`src/rtl/split_sched.sv`:
```
module split_sched #(
  parameter int UF_COUNT  = 8,
  parameter int ERR_LIMIT = 3,
  localparam int IW = $clog2(UF_COUNT),
  localparam int CW = $clog2(ERR_LIMIT + 1)
) (
  input  logic            clk,
  input  logic            rst,
  input  logic [IW-1:0]   uframe_idx,
  input  logic            uframe_start,
  input  logic [UF_COUNT-1:0] start_mask,
  input  logic [UF_COUNT-1:0] cmpl_mask,
  input  logic            result_valid,
  input  logic [1:0]      result_code,
  input  logic            halt_clear,
  output logic            issue_start,
  output logic            issue_cmpl,
  output logic            split_state,
  output logic [CW-1:0]   err_count,
  output logic            halted
);
  localparam logic [1:0] RES_OK = 2'b00, RES_ERR = 2'b01, RES_DONE = 2'b11;

  logic [UF_COUNT-1:0] uf_onehot;
  logic pending, pend_cmpl, may_issue;

  assign uf_onehot   = {{(UF_COUNT-1){1'b0}}, 1'b1} << uframe_idx;
  assign may_issue   = uframe_start & ~halted & ~result_valid;
  assign issue_start = may_issue & ~split_state & |(uf_onehot & start_mask);
  assign issue_cmpl  = may_issue &  split_state & |(uf_onehot & cmpl_mask);

  always_ff @(posedge clk) begin
    if (rst) begin
      split_state <= 1'b0;
      err_count   <= '0;
      halted      <= 1'b0;
      pending     <= 1'b0;
      pend_cmpl   <= 1'b0;
    end else if (halted) begin
      if (halt_clear) begin
        halted      <= 1'b0;
        err_count   <= '0;
        split_state <= 1'b0;
        pending     <= 1'b0;
      end
    end else if (result_valid && pending) begin
      pending <= 1'b0;
      if (result_code == RES_ERR) begin
        err_count <= err_count + CW'(1);
        if (err_count == CW'(ERR_LIMIT - 1)) halted <= 1'b1;
        if (!pend_cmpl) split_state <= 1'b0;
      end else if (pend_cmpl && result_code == RES_DONE) begin
        split_state <= 1'b0;
        err_count   <= '0;
      end else if (pend_cmpl && result_code == RES_OK) begin
        err_count <= '0;
      end
    end else if (issue_start) begin
      split_state <= 1'b1;
      pending     <= 1'b1;
      pend_cmpl   <= 1'b0;
    end else if (issue_cmpl) begin
      pending   <= 1'b1;
      pend_cmpl <= 1'b1;
    end
  end
endmodule


```
`config.mk`:
```
export PLATFORM = sky130hd
export DESIGN_NAME = split_sched
export DESIGN_NICKNAME = d
export VERILOG_FILES = /design/src/rtl/split_sched.sv
export SDC_FILE = /design/constraint.sdc
export NUM_CORES = 1
export LEC_CHECK = 0
export ABC_CLOCK_PERIOD_IN_PS = 1950
export BUFFER_PORTS_ARGS = -buffer_cell sky130_fd_sc_hd__buf_4
export CAP_MARGIN = 20
export CORE_MARGIN = 5
export CORE_UTILIZATION = 37
export CTS_CLUSTER_DIAMETER = 80
export CTS_CLUSTER_SIZE = 30
export DETAILED_ROUTE_END_ITERATION = 10
export GPL_TIMING_DRIVEN = 1
export MAX_ROUTING_LAYER = met4
export PLACE_DENSITY = 0.73
export RECOVER_POWER = 100
export SKIP_LAST_GASP = 1
export SLEW_MARGIN = 15
export SYNTH_ARGS = -nofsm -noshare
export SYNTH_HDL_FRONTEND = slang
export SYNTH_SLANG_ARGS = --single-unit
```
`constraint.sdc`:
```
create_clock -name clk -period 1.95 [get_ports clk]
set_clock_uncertainty 0.1 [all_clocks]
set_input_delay 0.585 -clock clk [delete_from_list [all_inputs] [get_ports clk]]
set_output_delay 0.585 -clock clk [all_outputs]
set_load 0.01 [all_outputs]
```
==> results of run 1 <==
-- cells by family after synthesis --
family          share of synthesized area, %
flops                                   23.1
compound gates                          19.8
simple gates                            25.3
xor+xnor                                1.69
fa+ha+maj                               4.58
mux                                     16.4
buf+inv                                 9.16
-- how the worst max path moves through the flow --
stage                   from         end  cells past startpoint
2_1_floorplan  uframe_idx[2]  issue_cmpl                      5
3_3_place_gp   uframe_idx[2]  issue_cmpl                      6
3_5_place_dp   uframe_idx[2]  issue_cmpl                      6
4_1_cts        uframe_idx[2]  issue_cmpl                      6
5_1_grt        uframe_idx[2]  issue_cmpl                      6
6_report       uframe_idx[2]  issue_cmpl                      6
-- critical path, stage by stage --
cell and delay (ns):
buf_6 0.09, mux2_4 0.28, o311a_1 0.30, nand3_2 0.09
inv_2 0.04, buf_6 0.11
-- through the flow --
stage | power, mW | area (µm²) | std cells
2_1_floorplan | 0.178 | 522 | 62
3_3_place_gp | 0.234 | 787 | 110
3_5_place_dp | 0.236 | 787 | 110
4_1_cts | 0.358 | 838 | 114
5_1_grt | 0.375 | 823 | 114
6_report | 0.352 | 823 | 114
-- power groups by stage --
stage	clock, mW	combinational (mW)	sequential, mW
floorplan	0	0.0457	0.132
CTS	0.119	0.110	0.129
global route	0.127	0.118	0.130
detailed placement	0	0.104	0.132
finish	0.115	0.108	0.129
global placement	0	0.102	0.132
-- sequential cells by signal, summed over array words and instances, names as in the netlist --
name,count
err_count,2
halted,1
pend_cmpl,1
pending,1
split_state,1
-- Yosys cell counts, drive strengths merged --
| master | number | area (µm²) |
|---|---|---|
| o21bai | 1 | 7.51 |
| xor2 | 1 | 8.76 |
| nand4 | 1 | 6.26 |
| buf | 3 | 21.3 |
| inv | 7 | 26.3 |
| nand3 | 5 | 30.0 |
| ha | 1 | 12.5 |
| nor2b | 3 | 18.8 |
| nor4 | 2 | 12.5 |
| mux2 | 1 | 15.0 |
| a22oi | 2 | 20.0 |
| o311ai | 2 | 17.5 |
| nor3 | 1 | 5.00 |
| and2b | 1 | 7.51 |
| maj3 | 1 | 11.3 |
| nor2 | 2 | 7.51 |
| nand2 | 3 | 11.3 |
| a32o | 1 | 10.0 |
| nand3b | 1 | 7.51 |
| nor3b | 1 | 12.5 |
| a211oi | 1 | 7.51 |
| nand2b | 2 | 12.5 |
| o311a | 1 | 10.0 |
| dfxtp | 6 | 120 |
| mux2i | 7 | 70.1 |
| a21oi | 3 | 15.0 |
| a31oi | 1 | 6.26 |
| o31a | 1 | 8.76 |
-- layer usage --
| metal | global-route usage (%) | vias to the layer above |
|---|---|---|
| li1 | - | 308 |
| met4 | 3.87 | 0 |
| met5 | - | - |
| met3 | 7.52 | 0 |
| met1 | 17.3 | 272 |
| met2 | 24.3 | 15 |
-- layout make-up --
class                      count  area (µm²)  share of cell area, %
clock buffer                   3        22.5                   2.74
sequential                     6         120                   14.6
inverter                       7        26.3                   3.19
tap                           15        18.8                   2.28
timing repair buffer          37         278                   33.7
multi-input combinational     46         358                   43.5
-- repair_timing --
item	CTS	global route
buffers inserted	1	0
resized for setup	5	1
pin swaps	3	3
endpoints found under the setup margin	2	2
==> metrics.txt, run 1 <==
status finished, violations left; failing checks negative setup slack; final core occ 62.5%; Sw Ratio 25.5%; vias in the first global route roughly 600; CP Capture Type output port; vias per cell 5.22; clk_lat worst skew about 0.25 ns; Final Slew Violations 0; max layer used met3; Max-Cap Viols 0; fin crit share 112%; WP data required about 1.3 ns; pin slew with the least headroom to its limit 0.295 ns; WL met3 approximately 100 µm; I/O pin cnt 32; minimum clock period 2.19 ns; die height between 40 and 50 µm; pin count of the biggest net entering global routing 10; total grt overflow 0; Hold-fix buffers, CTS 0; syn nets 89; hold endpoint pend_cmpl; Metal-1 WL 599 µm; Sink Count 6; final setup vio count 2; routability cong. 0.764; R2R cell count 6; Flop pwr share 36.7%; worst setup path class in -> out; total number of vias between 500 and 600; Cell Pwr Density roughly 430 nW/µm²; Synth Area per Inst ~8.4 µm²; Clock Pin Slew Worst Setup and Hold Paths approximately 0.040 ns; Fillers between 100 and 150; Diodes inserted 0; Slew HR 80.1%; final worst slack -0.238 ns; launching point of the worst reg2reg path halted; Post-Route WL about 1.5 mm; R2R setup slack around 0.43 ns; Area Growth Syn to Fin 58.6%; Fin Hold WS approximately 0.41 ns; WL met2 760 µm; Syn Inst Count a little over 60; Num CTS Buffers 3; dpl hpwl 1.20 mm; Global Route Usage Sum roughly 15%; Critical Path Start Type primary input; switching power roughly 0.09 mW; share of post-route cells with drive strength above 1 between 40% and 50%; htree depth 1; power share of the clock group about a third; Fin. Hold Viols 0; initial core utilization 39.4%; pre-CTS WS -0.265 ns; post-synth cell types 32; Int Power approximately 0.26 mW; row count 13; Routed Antenna Nets 0; I/O Buffers 31; Core ar. ~1300 µm²; most frequent cells in the layout buf_4, mux2i_1, dfxtp_1, clkbuf_1; Pre-Repair DR Iteration Count 4; initial antenna violation count 0; worst-case clock buffer depth 2; DR WL/cell 12.8 µm; RR Endpoint pend_cmpl; Hold Startpoint pend_cmpl; DRT iter0 DRCs 6; nets around 130; Hold Crit Class reg -> reg; commonest non-fill, non-tap cell in the layout buf_4; Highest Clock Rate around 0.46 GHz; die area 2250 µm²; CP arrival 1.50 ns; Max IR drop VDD approximately 0.32 mV; Synth Register Bits 6; Seq/Total Area, Yosys 23.1%; Combinational Power Share 30.6%; post-route setup TNS -0.344 ns; P_leak 0.380 nW; Hold Path Stages 2; Syn Std Cell Area just over 500 µm²; clock root cell clkbuf_4; first-pass GRT wire length about 2.3 mm; die width around 47 µm; DR DRC count 0; synth warn 0; RSZ-0062 raised after global routing yes; CTS tree yes; worst-path fanout max 2
No activity file was read; power rests on OpenSTA's default activity.
==> run 2: changes to the inputs <==
--- a/config.mk
+++ b/config.mk
@@ -9,13 +9,14 @@
 export BUFFER_PORTS_ARGS = -buffer_cell sky130_fd_sc_hd__buf_4
 export CAP_MARGIN = 20
 export CORE_MARGIN = 5
-export CORE_UTILIZATION = 37
+export CORE_UTILIZATION = 39
+export CTS_BUF_LIST = sky130_fd_sc_hd__clkbuf_8
 export CTS_CLUSTER_DIAMETER = 80
 export CTS_CLUSTER_SIZE = 30
 export DETAILED_ROUTE_END_ITERATION = 10
 export GPL_TIMING_DRIVEN = 1
 export MAX_ROUTING_LAYER = met4
-export PLACE_DENSITY = 0.73
+export PLACE_DENSITY = 0.77
 export RECOVER_POWER = 100
 export SKIP_LAST_GASP = 1
 export SLEW_MARGIN = 15
==> metrics.txt, run 2 (synthesis results as in run 1) <==
I/O pin cnt 32; total placed cells including tap cells 110; hold endpoint pending; routability cong. 0.766; htree depth 1; total grt overflow 0; R2R setup slack roughly 0.45 ns; worst setup path class in -> out; Num CTS Buffers 3; DR WL/cell 13.2 µm; max reg flops 2; most frequent cells in the layout buf_4, mux2i_1, dfxtp_1, clkbuf_1; Global Route Usage Sum 16.7%; Sink Count 6; Cell Pwr Density between 500 and 600 nW/µm²; total number of vias between 500 and 600; Post-Route WL roughly 1.5 mm; row count 13; commonest non-fill, non-tap cell in the layout buf_4; minimum clock period ~2.2 ns; first-pass GRT wire length 2.50 mm; clk_lat worst skew about 0.22 ns; initial core utilization around two fifths; Hold Startpoint pending; RR Endpoint pend_cmpl; WP data required between 1 and 1.5 ns; Hold-fix buffers, CTS 0; clock root cell clkbuf_8; Highest Clock Rate 0.462 GHz; Crit path buffers/inverters 3; failing checks negative setup slack; launching point of the worst reg2reg path halted; vias in the first global route 584; final worst slack -0.215 ns; die width between 40 and 50 µm; Routed Antenna Nets 0; pin count of the biggest net entering global routing 10; worst-case clock buffer depth 2; Hold Path Stages 2; CP Capture Type output port; Clock Pin Slew Worst Setup and Hold Paths roughly 0.040 ns; CP max stage delay about 0.30 ns; status finished, violations left; RSZ-0062 raised after global routing yes; Biggest register err_count; Fillers ~130; die area 2160 µm²; DR DRC count 0; P_leak roughly 0.39 nW; vias per cell roughly 5.1; Max IR drop VDD approximately 0.34 mV; CP arrival ~1.5 ns; Final Slew Violations 0; most used cell, CP buf_6; worst-path fanout max 2; Core ar. 1280 µm²; dpl hpwl roughly 1.2 mm; R2R cell count 6; Critical Path Start Type primary input; Fin Hold WS 0.405 ns; Critical Path, Cell by Cell buf_6, mux2_4, o311a_1, nand3_2, inv_2, buf_6; Pwr Total ~0.42 mW; I/O Buffers 31; non-filler cells, final about 110; CP max stage cell o311a_1; Max-Cap Viols 0; final setup vio count 2; DRT iter0 DRCs 12; Pre-Repair DR Iteration Count 4; Area Growth Syn to Fin 61.9%; fin crit share 111%; CP top delay family compound AO/OA/AOI/OAI gates; initial antenna violation count 0; pin slew with the least headroom to its limit approximately 0.32 ns; Diodes inserted 0; CTS tree yes; die height roughly 46 µm; nets about 130; Hold Crit Class reg -> reg; Slew HR 78.4%; share of post-route cells with drive strength above 1 ~44%; Fin. Hold Viols 0
==> run 2: changes by cell type in the layout (fill, tap and decap cells not counted) <==
cell	change
nor2b_2	+1
nor2b_1	-1
clkbuf_4	-2
buf_6	+1
buf_8	-1
clkbuf_8	+3
buf_4	-1
==> run 2: worst max-delay path by stage <==
stage	start	end	slack, ns	cells past startpoint
4_1_cts	uframe_idx[2]	issue_cmpl	-0.26	6
3_3_place_gp	uframe_idx[2]	issue_cmpl	-0.25	6
6_report	uframe_idx[2]	issue_cmpl	-0.22	6
5_1_grt	uframe_idx[2]	issue_cmpl	-0.25	6
3_5_place_dp	uframe_idx[2]	issue_cmpl	-0.26	6
2_1_floorplan	uframe_idx[2]	issue_cmpl	-0.14	5
==> run 2: per-layer routing <==
metal	track usage (%)	part of all wire [%]	vias up
met2	25.8	51	15
met4	1.70	0	0
met5	-	0	-
li1	-	-	306
met1	21.4	44	264
met3	5.86	4.4	0
==> run 2: per-stage QoR <==
| stage | area (µm²) | TNS (ns) | setup slack (ns) | util [%] |
|---|---|---|---|---|
| final | 841 | -0.350 | -0.215 | 65.4 |
| after global routing | 841 | -0.447 | -0.253 | 65.4 |
| after CTS | 857 | -0.387 | -0.257 | 66.7 |
| after detailed placement | 787 | -0.408 | -0.257 | 61.2 |
| after global placement | 787 | -0.415 | -0.247 | 61.2 |
| after floorplan | 522 | -0.139 | -0.139 | - |
==> run 2: timing repair <==
| item | 4_1_cts | 5_1_grt |
|---|---|---|
| pin swaps | 3 | 3 |
| endpoints found under the setup margin | 2 | 2 |
| buffers inserted | 1 | 0 |
| gates resized for setup | 5 | 1 |
==> run 2: final cells by class <==
cell class | count | area, µm² | area share, %
inverter | 7 | 26.3 | 3.13
clock buffer | 3 | 41.3 | 4.91
multi-input combinational | 46 | 360 | 42.9
timing repair buffer | 37 | 274 | 32.6
tap | 15 | 18.8 | 2.23
sequential | 6 | 120 | 14.3
==> run 2: worst reg2reg max path, stage by stage, from the launching register on <==
cell,delay [ns]
dfxtp_1,0.33
nor3b_4,0.23
o311a_1,0.21
nand3_2,0.07
buf_4,0.14
buf_4,0.12
a211oi_1,0.21
==> run 2: report_power, final <==
part / internal (mW) / total [mW] / switching [mW]
Combinational: 0.0655 / 0.108 / 0.0424
Clock: 0.132 / 0.185 / 0.0521
Sequential: 0.127 / 0.130 / 0.00309
Total: 0.325 / 0.423 / 0.0976
==> run 3: changes to the inputs <==
--- a/config.mk
+++ b/config.mk
@@ -8,15 +8,17 @@
 export ABC_CLOCK_PERIOD_IN_PS = 1950
 export BUFFER_PORTS_ARGS = -buffer_cell sky130_fd_sc_hd__buf_4
 export CAP_MARGIN = 20
-export CORE_MARGIN = 5
-export CORE_UTILIZATION = 39
+export CELL_PAD_IN_SITES_DETAIL_PLACEMENT = 1
+export CELL_PAD_IN_SITES_GLOBAL_PLACEMENT = 1
+export CORE_MARGIN = 2
+export CORE_UTILIZATION = 27
 export CTS_BUF_LIST = sky130_fd_sc_hd__clkbuf_8
 export CTS_CLUSTER_DIAMETER = 80
 export CTS_CLUSTER_SIZE = 30
 export DETAILED_ROUTE_END_ITERATION = 10
 export GPL_TIMING_DRIVEN = 1
 export MAX_ROUTING_LAYER = met4
-export PLACE_DENSITY = 0.77
+export PLACE_DENSITY_LB_ADDON = 0.1
 export RECOVER_POWER = 100
 export SKIP_LAST_GASP = 1
 export SLEW_MARGIN = 15
==> metrics.txt, run 3 (synthesis results as in run 1) <==
status finished, violations left; failing checks negative setup slack; Final Slew Violations 0; RSZ-0062 raised after global routing yes; worst-path fanout max 2; total grt overflow 0; htree depth 1; CTS tree yes; WL met2 between 700 and 800 µm; Max IR drop VDD roughly 0.28 mV; DR DRC count 0; worst-case clock buffer depth 2; Clock Pin Slew Worst Setup and Hold Paths ~0.040 ns; fin crit share 111%; WL met3 92 µm; commonest non-fill, non-tap cell in the layout buf_4; placed cell area 807 µm²; share of post-route cells with drive strength above 1 between 40 and 50%; row count 15; Routed Antenna Nets 0; die width ~48 µm; dpl hpwl ~1.3 mm; Area Growth Syn to Fin 64.1%; vias in the first global route 585; pin slew with the least headroom to its limit roughly 0.36 ns; Fin. Hold Viols 0; clk_lat worst skew around 0.22 ns; Post-Route WL between 1.5 and 2 mm; Core ar. about 1800 µm²; clock root cell clkbuf_8; CP Capture Type output port; I/O Buffers 31; Max-Cap Viols 0; DRT iter0 DRCs 9; pin count of the biggest net entering global routing 10; Biggest register err_count; initial core utilization approximately 30%; Cell Pwr Density 504 nW/µm²; Num CTS Buffers 3; Diodes inserted 0; initial antenna violation count 0; CP arrival around 1.5 ns; Pre-Repair DR Iteration Count 4; Sink Count 6; Finished Cell Area around 850 µm²; Global Route Usage Sum roughly 17%; Critical Path Start Type primary input; worst setup path class in -> out; Slew HR roughly three quarters; total number of vias 609; Fillers approximately 230; vias per cell around 4.8; Hold-fix buffers, CTS 0; first-pass GRT wire length around 2.5 mm; Highest Clock Rate between 0.4 and 0.5 GHz; die height about 48 µm; max layer used met3; nets 130; minimum clock period ~2.2 ns; Hold Crit Class reg -> reg; final worst slack -0.210 ns; routability cong. 0.709; Pwr Total 0.429 mW; final setup vio count 2; I/O pin cnt 32; max reg flops 2; die area ~2300 µm²; DR WL/cell 12.9 µm; Metal-1 WL ~760 µm; P_leak slightly below 0.4 nW; WP data required approximately 1.3 ns; most frequent cells in the layout buf_4, mux2i_1, dfxtp_1, clkbuf_1
## run 3: cell count changes in the layout (fill, tap and decap cells not counted)
cell / delta
nor3b_4: -1
buf_6: -2
clkbuf_4: -1
nor2b_2: -1
buf_4: +5
nor2b_1: +1
nor3b_2: +1
## run 3: repair_timing
item | CTS | global route
setup buffers | 1 | 1
setup endpoints to repair | 2 | 2
pin swaps | 1 | 1
resized for setup | 2 | 0
## run 3: path summary, 6_finish.rpt
path                              endpoint  slack (ns)          start  cells past startpoint
worst max-delay path            issue_cmpl       -0.21  uframe_idx[2]                      6
worst min-delay path             pend_cmpl        0.40      pend_cmpl                      2
worst max register to register   pend_cmpl        0.36         halted                      7
worst min register to register   pend_cmpl        0.40      pend_cmpl                      2
## run 3: cell type report
cell class	count	area [µm²]	area share (%)
inverter	7	26.3	3.08
clock buffer	3	41.3	4.85
sequential	6	120	14.1
tap	25	31.3	3.67
timing repair buffer	39	282	33.0
multi-input combinational	46	352	41.3
## run 3: per-layer routing
layer	GRT usage [%]	up-vias
met5	-	-
met4	5.95	0
met2	26.4	18
met1	20.4	282
met3	3.77	0
li1	-	309
## run 3: metrics by stage
stage | setup TNS (ns) | hold slack, ns | setup slack [ns] | std cells | utilization [%]
finish | -0.374 | 0.395 | -0.210 | 126 | 48.3
global route | -0.466 | 0.419 | -0.236 | 126 | 48.3
CTS | -0.422 | 0.401 | -0.255 | 125 | 48.9
detailed placement | -0.445 | 0.392 | -0.260 | 121 | 45.7
global placement | -0.420 | 0.386 | -0.244 | 121 | 45.7
floorplan | -0.139 | 0.366 | -0.139 | 62 | -
## run 3: worst max-delay path, stage by stage
cell and delay, ns:
buf_6 0.09, mux2_4 0.28, o311a_1 0.29, nand3_2 0.08
inv_2 0.04, buf_6 0.11
## run 3: power by group
| group | switching, mW | internal [mW] |
|---|---|---|
| Sequential | 0.00298 | 0.127 |
| Combinational | 0.0427 | 0.0648 |
| Clock | 0.0588 | 0.133 |
| Total | 0.105 | 0.325 |
